### config.mk
export PLATFORM = sky130hd
export DESIGN_NAME = spdif_bmc_tx
export DESIGN_NICKNAME = d
export VERILOG_FILES = /design/src/rtl/spdif_bmc_pkg.sv /design/src/rtl/spdif_frame_src.sv /design/src/rtl/spdif_chunk_coder.sv /design/src/rtl/spdif_bmc_tx.sv
export SDC_FILE = /design/constraint.sdc
export NUM_CORES = 1
export LEC_CHECK = 0
export ABC_AREA = 1
export BUFFER_PORTS_ARGS = -buffer_cell sky130_fd_sc_hd__buf_2
export CAP_MARGIN = 5
export CORE_MARGIN = 1.5
export CORE_UTILIZATION = 40
export CTS_BUF_LIST = sky130_fd_sc_hd__clkbuf_8
export DETAILED_ROUTE_END_ITERATION = 7
export GPL_TIMING_DRIVEN = 0
export PLACE_DENSITY = 0.57
export SLEW_MARGIN = 20
export SYNTH_ARGS = -nofsm -noshare
export SYNTH_HDL_FRONTEND = slang
export SYNTH_HIERARCHICAL = 1
export SYNTH_SLANG_ARGS = --single-unit
### constraint.sdc
create_clock -name clk -period 3.73 [get_ports clk]
set_input_delay 0.5595 -clock clk [delete_from_list [all_inputs] [get_ports clk]]
set_output_delay 0.5595 -clock clk [all_outputs]
set_load 0.01 [all_outputs]
### src/rtl/spdif_bmc_pkg.sv
package spdif_bmc_pkg;

  parameter int unsigned AUD_W     = 24;
  parameter int unsigned CONS_W    = 20;
  parameter int unsigned SLOTS     = 32;
  parameter int unsigned BLOCK_LEN = 192;

  localparam int unsigned HALF_PER_SUB   = 2 * SLOTS;
  localparam int unsigned HALF_PER_FRAME = 2 * HALF_PER_SUB;
  localparam int unsigned CNT_W          = $clog2(HALF_PER_FRAME);
  localparam int unsigned CHUNK_BITS     = 8;
  localparam int unsigned CHUNK_HALVES   = 2 * CHUNK_BITS;
  localparam int unsigned CHUNK_LSB      = $clog2(CHUNK_HALVES);
  localparam int unsigned CHUNK_SEL_W    = $clog2(SLOTS / CHUNK_BITS);
  localparam int unsigned FR_W           = $clog2(BLOCK_LEN);
  localparam int unsigned PRE_SLOTS      = 4;

  localparam int unsigned SLOT_AUD = PRE_SLOTS;
  localparam int unsigned SLOT_V   = SLOT_AUD + AUD_W;
  localparam int unsigned SLOT_U   = SLOT_V + 1;
  localparam int unsigned SLOT_C   = SLOT_U + 1;
  localparam int unsigned SLOT_P   = SLOT_C + 1;

  // sync patterns, first half-cell in the MSB, referred to a low line
  localparam logic [2*PRE_SLOTS-1:0] SYNC_BLOCK = 8'b1110_1000;
  localparam logic [2*PRE_SLOTS-1:0] SYNC_LEFT  = 8'b1110_0010;
  localparam logic [2*PRE_SLOTS-1:0] SYNC_RIGHT = 8'b1110_0100;

  typedef logic [SLOTS-1:0]         sub_word_t;
  typedef logic [CHUNK_HALVES-1:0]  chunk_pat_t;
  typedef logic [BLOCK_LEN-1:0]     status_blk_t;

  typedef struct packed {
    logic [AUD_W-1:0] left;
    logic [AUD_W-1:0] right;
    logic             invalid;
  } frame_t;

  // 8 slots -> 16 half-cells, assuming the line was low before; bit 0 goes first
  function automatic chunk_pat_t bmc_chunk(input logic [CHUNK_BITS-1:0] bits);
    chunk_pat_t p;
    logic       lvl;
    lvl = 1'b0;
    p   = '0;
    for (int i = 0; i < CHUNK_BITS; i++) begin
      lvl = ~lvl;
      p[CHUNK_HALVES-1-2*i] = lvl;
      if (bits[i]) lvl = ~lvl;
      p[CHUNK_HALVES-2-2*i] = lvl;
    end
    return p;
  endfunction

  function automatic sub_word_t build_sub(input logic [AUD_W-1:0] smp, input logic pro,
                                          input logic invalid, input logic cs_bit);
    sub_word_t        w;
    logic [AUD_W-1:0] pay;
    pay = smp;
    if (!pro) pay[AUD_W-CONS_W-1:0] = '0;
    w = '0;
    w[SLOT_AUD +: AUD_W] = pay;
    w[SLOT_V] = invalid;
    w[SLOT_U] = 1'b0;
    w[SLOT_C] = cs_bit;
    w[SLOT_P] = ^w[SLOT_P-1:SLOT_AUD];
    return w;
  endfunction

  // rate code: 00 = 44.1 kHz, 01 = 48 kHz, 1x = 96 kHz
  function automatic status_blk_t build_status(input logic pro, input logic pre,
                                               input logic [1:0] rate);
    status_blk_t cs;
    cs = '0;
    cs[3] = pre;
    if (pro) begin
      cs[0] = 1'b1;
      cs[2] = 1'b1;
      if (!rate[1]) begin
        cs[6] = ~rate[0];
        cs[7] = rate[0];
      end
    end else begin
      cs[25] = rate[1] | rate[0];
      cs[27] = rate[1];
    end
    return cs;
  endfunction

endpackage

### src/rtl/spdif_frame_src.sv
module spdif_frame_src
  import spdif_bmc_pkg::*;
(
  input  logic                 clk,
  input  logic                 rst_n,
  input  logic                 in_valid,
  output logic                 in_ready,
  input  logic [AUD_W-1:0]     in_left,
  input  logic [AUD_W-1:0]     in_right,
  input  logic                 cfg_pro,
  input  logic                 cfg_preemph,
  input  logic [1:0]           cfg_rate,
  output logic [CNT_W-1:0]     cnt,
  output logic                 block_head,
  output sub_word_t            word_l,
  output sub_word_t            word_r
);

  localparam logic [CNT_W-1:0] CNT_LAST = CNT_W'(HALF_PER_FRAME - 1);
  localparam logic [FR_W-1:0]  FR_LAST  = FR_W'(BLOCK_LEN - 1);

  logic [CNT_W-1:0] cnt_q;
  logic [FR_W-1:0]  fr_q;
  logic             hold_full;
  logic [AUD_W-1:0] hold_l, hold_r;
  frame_t           frm_q;
  status_blk_t      cs_q;
  logic             pro_q;

  logic accept, frame_load, block_load;

  assign in_ready   = ~hold_full;
  assign accept     = in_valid & ~hold_full;
  assign frame_load = (cnt_q == CNT_LAST);
  assign block_load = frame_load & (fr_q == FR_LAST);

  always_ff @(posedge clk) begin
    if (!rst_n) begin
      cnt_q     <= CNT_LAST;
      fr_q      <= FR_LAST;
      hold_full <= 1'b0;
      hold_l    <= '0;
      hold_r    <= '0;
      frm_q     <= '{left: '0, right: '0, invalid: 1'b1};
      cs_q      <= '0;
      pro_q     <= 1'b0;
    end else begin
      cnt_q <= cnt_q + 1'b1;
      if (accept) begin
        hold_l <= in_left;
        hold_r <= in_right;
      end
      if (frame_load) begin
        hold_full <= accept;
        fr_q      <= block_load ? '0 : fr_q + 1'b1;
        if (hold_full) frm_q <= '{left: hold_l, right: hold_r, invalid: 1'b0};
        else           frm_q <= '{left: '0, right: '0, invalid: 1'b1};
      end else if (accept) begin
        hold_full <= 1'b1;
      end
      if (block_load) begin
        cs_q  <= build_status(cfg_pro, cfg_preemph, cfg_rate);
        pro_q <= cfg_pro;
      end
    end
  end

  assign cnt        = cnt_q;
  assign block_head = (fr_q == '0);
  assign word_l     = build_sub(frm_q.left,  pro_q, frm_q.invalid, cs_q[fr_q]);
  assign word_r     = build_sub(frm_q.right, pro_q, frm_q.invalid, cs_q[fr_q]);

endmodule

### src/rtl/spdif_chunk_coder.sv
module spdif_chunk_coder
  import spdif_bmc_pkg::*;
(
  input  logic             clk,
  input  logic             rst_n,
  input  logic [CNT_W-1:0] cnt,
  input  logic             block_head,
  input  sub_word_t        word_l,
  input  sub_word_t        word_r,
  output logic             line_out
);

  logic                       chunk_start, right_sub;
  logic [CHUNK_SEL_W-1:0]     chunk_sel;
  sub_word_t                  word;
  logic [CHUNK_BITS-1:0]      chunk_bits;
  logic [2*PRE_SLOTS-1:0]     sync;
  chunk_pat_t                 enc_full, enc_tail, raw, pat;
  chunk_pat_t                 sh_q;
  logic                       line_q;

  assign chunk_start = (cnt[CHUNK_LSB-1:0] == '0);
  assign chunk_sel   = cnt[CHUNK_LSB +: CHUNK_SEL_W];
  assign right_sub   = cnt[CNT_W-1];

  always_comb begin
    word       = right_sub ? word_r : word_l;
    chunk_bits = word[chunk_sel*CHUNK_BITS +: CHUNK_BITS];
    sync       = right_sub ? SYNC_RIGHT : (block_head ? SYNC_BLOCK : SYNC_LEFT);
    enc_full   = bmc_chunk(chunk_bits);
    enc_tail   = bmc_chunk({chunk_bits[CHUNK_BITS-1:PRE_SLOTS], PRE_SLOTS'(0)});
    raw        = (chunk_sel == '0) ? {sync, enc_tail[2*PRE_SLOTS-1:0]} : enc_full;
    pat        = raw ^ {CHUNK_HALVES{line_q}};
  end

  always_ff @(posedge clk) begin
    if (!rst_n) begin
      line_q <= 1'b0;
      sh_q   <= '0;
    end else if (chunk_start) begin
      line_q <= pat[CHUNK_HALVES-1];
      sh_q   <= {pat[CHUNK_HALVES-2:0], 1'b0};
    end else begin
      line_q <= sh_q[CHUNK_HALVES-1];
      sh_q   <= {sh_q[CHUNK_HALVES-2:0], 1'b0};
    end
  end

  assign line_out = line_q;

endmodule

### src/rtl/spdif_bmc_tx.sv
module spdif_bmc_tx
  import spdif_bmc_pkg::*;
(
  input  logic             clk,
  input  logic             rst_n,
  input  logic             in_valid,
  output logic             in_ready,
  input  logic [AUD_W-1:0] in_left,
  input  logic [AUD_W-1:0] in_right,
  input  logic             cfg_pro,
  input  logic             cfg_preemph,
  input  logic [1:0]       cfg_rate,
  output logic             line_out
);

  logic [CNT_W-1:0] cnt;
  logic             block_head;
  sub_word_t        word_l, word_r;

  spdif_frame_src u_src (
    .clk        (clk),
    .rst_n      (rst_n),
    .in_valid   (in_valid),
    .in_ready   (in_ready),
    .in_left    (in_left),
    .in_right   (in_right),
    .cfg_pro    (cfg_pro),
    .cfg_preemph(cfg_preemph),
    .cfg_rate   (cfg_rate),
    .cnt        (cnt),
    .block_head (block_head),
    .word_l     (word_l),
    .word_r     (word_r)
  );

  spdif_chunk_coder u_coder (
    .clk       (clk),
    .rst_n     (rst_n),
    .cnt       (cnt),
    .block_head(block_head),
    .word_l    (word_l),
    .word_r    (word_r),
    .line_out  (line_out)
  );

endmodule

==> results by group <==
Setup path
  • Critical Path Start: u_src/cs_q[2]$_SDFFE_PN0P_
  • CP most frequent cell: nand2_1
  • Largest stage delay, worst path: just over 400 ps
  • Worst R2R Path Depth: 22
  • Worst path slowest cell: dfxtp_1
  • Worst EP arrival: just over 3000 ps
  • Reg2Reg Setup Slack: approximately 1000 ps
  • Worst EP required: roughly 4000 ps
  • Worst setup SP type: flop
  • Nature of the critical path endpoint: flop
  • Critical Path Fanout Max: 10
  • CP Cell Sequence: buf_4 > nor2_1 > nor2_1 > nand2_1 > nand2_1 > nand2_1 > nand2_1 > nand2_1 > inv_1 > buf_4 > a21oi_1 > a22o_1 > nand2_1 > nand2_1 > xnor2_1 > nand3_2 > nand2_1 > nand2_1 > nand3_2 > nand3_1 > nand2_1 > inv_1
  • Worst setup endpoint: u_coder/sh_q[3]$_SDFF_PN0_
  • WS Path Type: flop to flop
  • Critical R2R Capture: u_coder/sh_q[3]$_SDFF_PN0_
  • Reg-to-reg startpoint: u_src/cs_q[2]$_SDFFE_PN0P_

Floorplanning
  • Die width: 139 um
  • Die area: a little under 20000 sq um
  • Starting Density: 0.411
  • FP Rows: a little under 50
  • Num ports: 57
  • DIE HEIGHT: 139 um
  • Area of the core region: roughly 18000 sq um

Route
  • Via/cell ratio: 4.82
  • DRC Markers: 0
  • Routed Antenna Nets: 0
  • WL per Instance: ~13 um
  • Via count: ~6800
  • Detailed-router iteration count before antenna repair: 7
  • Post-Route WL: roughly 19000 um
  • Initial DRC count: slightly below 300

Clocking
  • Resize count post-CTS: 0
  • Setup Fix Bufs, Post-CTS: 0
  • TritonCTS clock tree: yes
  • Clock-pin slew on the worst setup and hold paths: 80 ps
  • # clock sinks: 135
  • Root Driver: clkbuf_8
  • CTS buffer count: 17
  • H-tree depth: 4
  • Clock Tree Buf Depth: 2
  • Clk_lat worst skew: about 460 ps
  • Cts hold-fix bufs: 0

Cells and area
  • # fillers: 1870
  • Area Overhead vs Synth: 13.3%
  • Share of cells above drive strength 1: 0.173
  • # diodes: 0
  • Final Cell Area: ~8400 sq um
  • Nets: approximately 1200
  • Final Non-Filler Cells: around 1400

Pwr
  • Sequential Power Share: 0.418
  • Pwr dens: 465 nW/um^2
  • Clock network fraction of design power: 0.313
  • Sw frac: 0.337
  • Combinational Power Share: 0.269
  • VDD IR-drop max: 0.229 mV
  • Int Pwr: roughly 2.6 mW
  • Total power: around 3.9 mW
  • Psw: 1.32 mW
  • Leakage: 4.10 nW

Placement
  • Placed inst area: 8020 sq um
  • RD Place Congestion: 0.885
  • Inst Count DP: 1371
  • HPWL Detailed: between 10000 and 15000 um
  • PortBufs: 55

Yosys
  • Post-synth top cells: nand2_1 (235), nor2_1 (193), dfxtp_1 (135)
  • Post-synth cell types: between 40 and 50
  • Most frequent cell after synthesis: nand2_1
  • Syn Inst Count: 1078
  • Avg Cell Area, Syn: 6.89 sq um
  • Yosys top cell area share: 0.364
  • Post-synthesis register bit count: around 140
  • Ys flop type: dfxtp_1
  • Ys Warns: 6
  • Post-synth EDFFs: 0
  • Mapped Area: about 7400 sq um
  • Async SR Flop Fraction: 0
  • Most area-consuming cells after synthesis: dfxtp_1 (36%), nand2_1 (12%), nor2_1 (9.8%), buf_4 (6.2%), a22oi_1 (4.9%)
  • Yosys top cell by area: dfxtp_1
  • Seq/Total Area, Yosys: 0.364

GRT
  • Initial antenna violation count: 0
  • Total track usage: 0.205
  • Grt ovf: 0
  • Met3 GRT Util: 0.0451
  • Gr busiest metal: met2
  • Vias in the first global route: around 6500
  • First-pass GRT wire length: approximately 32000 um
  • M1 GR Usage: 0.271
  • Largest net degree at the start of global routing: 17
  • Grt met2 use: 0.333

Timing
  • Unrepaired setup endpoints after global routing: no
  • Slew @ Worst Pin: 745 ps
  • Max-slew violation count: 0
  • Setup TNS: 0 ps
  • Period utilisation layout: 0.720
  • FMAX: 372 MHz
  • Hold Vio Cnt, Final: 0
  • Hold slack: between 300 and 400 ps
  • Final setup vio count: 0
  • Final Skew: 15.2 ps
  • Slew margin rel.: 0.503
  • Final Critical Period: roughly 2700 ps

Status
  • Outcome: finished clean

Flow run
  • Max-Cap Viols: 0

Hold path
  • Worst min-delay path category: primary input to flop
[worst min-delay path by stage]
stage / from / endpoint / slack (ps) / cells after the start
2_1_floorplan: u_src/cnt[0]$_SDFF_PN1_ / u_src/cnt[0]$_SDFF_PN1_ / 420 / 1
3_3_place_gp: u_src/cs_q[25]$_SDFFE_PN0P_ / u_src/cs_q[25]$_SDFFE_PN0P_ / 430 / 2
3_5_place_dp: u_coder/sh_q[7]$_SDFF_PN0_ / u_coder/sh_q[8]$_SDFF_PN0_ / 440 / 2
4_1_cts: in_right[5] / u_src/hold_r[5]$_SDFFE_PN0P_ / 300 / 3
5_1_grt: in_right[0] / u_src/hold_r[0]$_SDFFE_PN0P_ / 310 / 3
6_report: in_right[14] / u_src/hold_r[14]$_SDFFE_PN0P_ / 320 / 3
[kinds of logic (layout without fill, tap and decap cells)]
family / Yosys count / count (layout) / share of synthesized area
AOI/OAI and AO/OA: 176 / 176 / 0.147
xor gates and xnor gates: 44 / 44 / 0.0529
adders and majority gates: 3 / 3 / 0.00506
buffers and inverters: 193 / 278 / 0.134
DFF: 135 / 135 / 0.364
other: 1 / 10 / 0.000505
and+or+nand+nor: 526 / 526 / 0.296
[cells in the final DEF, fill, tap and decap left out, types with 3 or more instances in the layout]
master     Yosys  routed
ha_1           3       3
nand2_1      235     235
nand3_1       57      57
a31oi_1        3       3
buf_4         61      61
clkbuf_1      23      23
inv_2          9       9
buf_2         13      68
dfxtp_1      135     135
a32o_1         3       3
nor2_1       193     193
xor2_1        20      20
inv_1         80      85
a21oi_1       22      22
o211ai_1       8       8
nor2_2         5       5
nand2_2        6       6
a22oi_1       48      48
nand3_2        9       9
xnor2_1       23      23
clkbuf_8       0      18
buf_6          3       3
o21ai_0       71      71
nor3_1         5       5
or2_2          7       7
conb_1         1      10
o21ai_1        9       9
bufinv_16      0       3
[sequential cells by signal (all words and copies together), names as in the netlist]
signal and count:
u_src/hold_l 24, u_coder/line_out 1, u_src/word_l 21, u_src/word_r 20
u_src/cnt 7, u_src/hold_r 24, u_src/fr_q 8, u_src/hold_full 1
u_src/cs_q 6, u_coder/sh_q 15, u_src/frm_q 8
[final cells by class]
cell class	count	area [sq um]	share of cell area
Inverter	91	344	0.0409
Clock inverter	12	141	0.0168
Timing Repair Buffer	55	275	0.0327
Clock buffer	18	248	0.0295
Buffer	102	652	0.0775
Tap cell	229	287	0.0341
Multi-Input combinational cell	759	3760	0.447
Sequential cell	135	2700	0.321
[through the flow]
stage	utilization	setup WS (ps)
floorplan	-	1590
global placement	0.444	1100
detailed placement	0.444	1100
CTS	0.465	1020
global route	0.465	800
finish	0.465	1040
[metal layers]
| metal | part of all wire | vias to the layer above |
|---|---|---|
| li1 | - | 3568 |
| met1 | 0.48 | 3028 |
| met2 | 0.46 | 130 |
| met3 | 0.042 | 25 |
| met4 | 0.019 | 0 |
| met5 | 0 | - |
[power groups by stage]
stage / clock, mW / sequential (mW) / combinational [mW]
final: 1.22 / 1.63 / 1.05
after CTS: 1.25 / 1.63 / 1.05
after detailed placement: 0 / 1.67 / 1.05
after global placement: 0 / 1.67 / 1.04
after global routing: 1.32 / 1.65 / 1.21
after floorplan: 0 / 1.64 / 0.822
[critical path, delay by kind of cell (launching register included)]
kind | cells | cell delay (ps)
flops | 1 | 410
xor+xnor | 1 | 230
simple gates | 15 | 1190
buf+inv | 4 | 470
compound gates | 2 | 260
(Power assumes the default switching activity.)
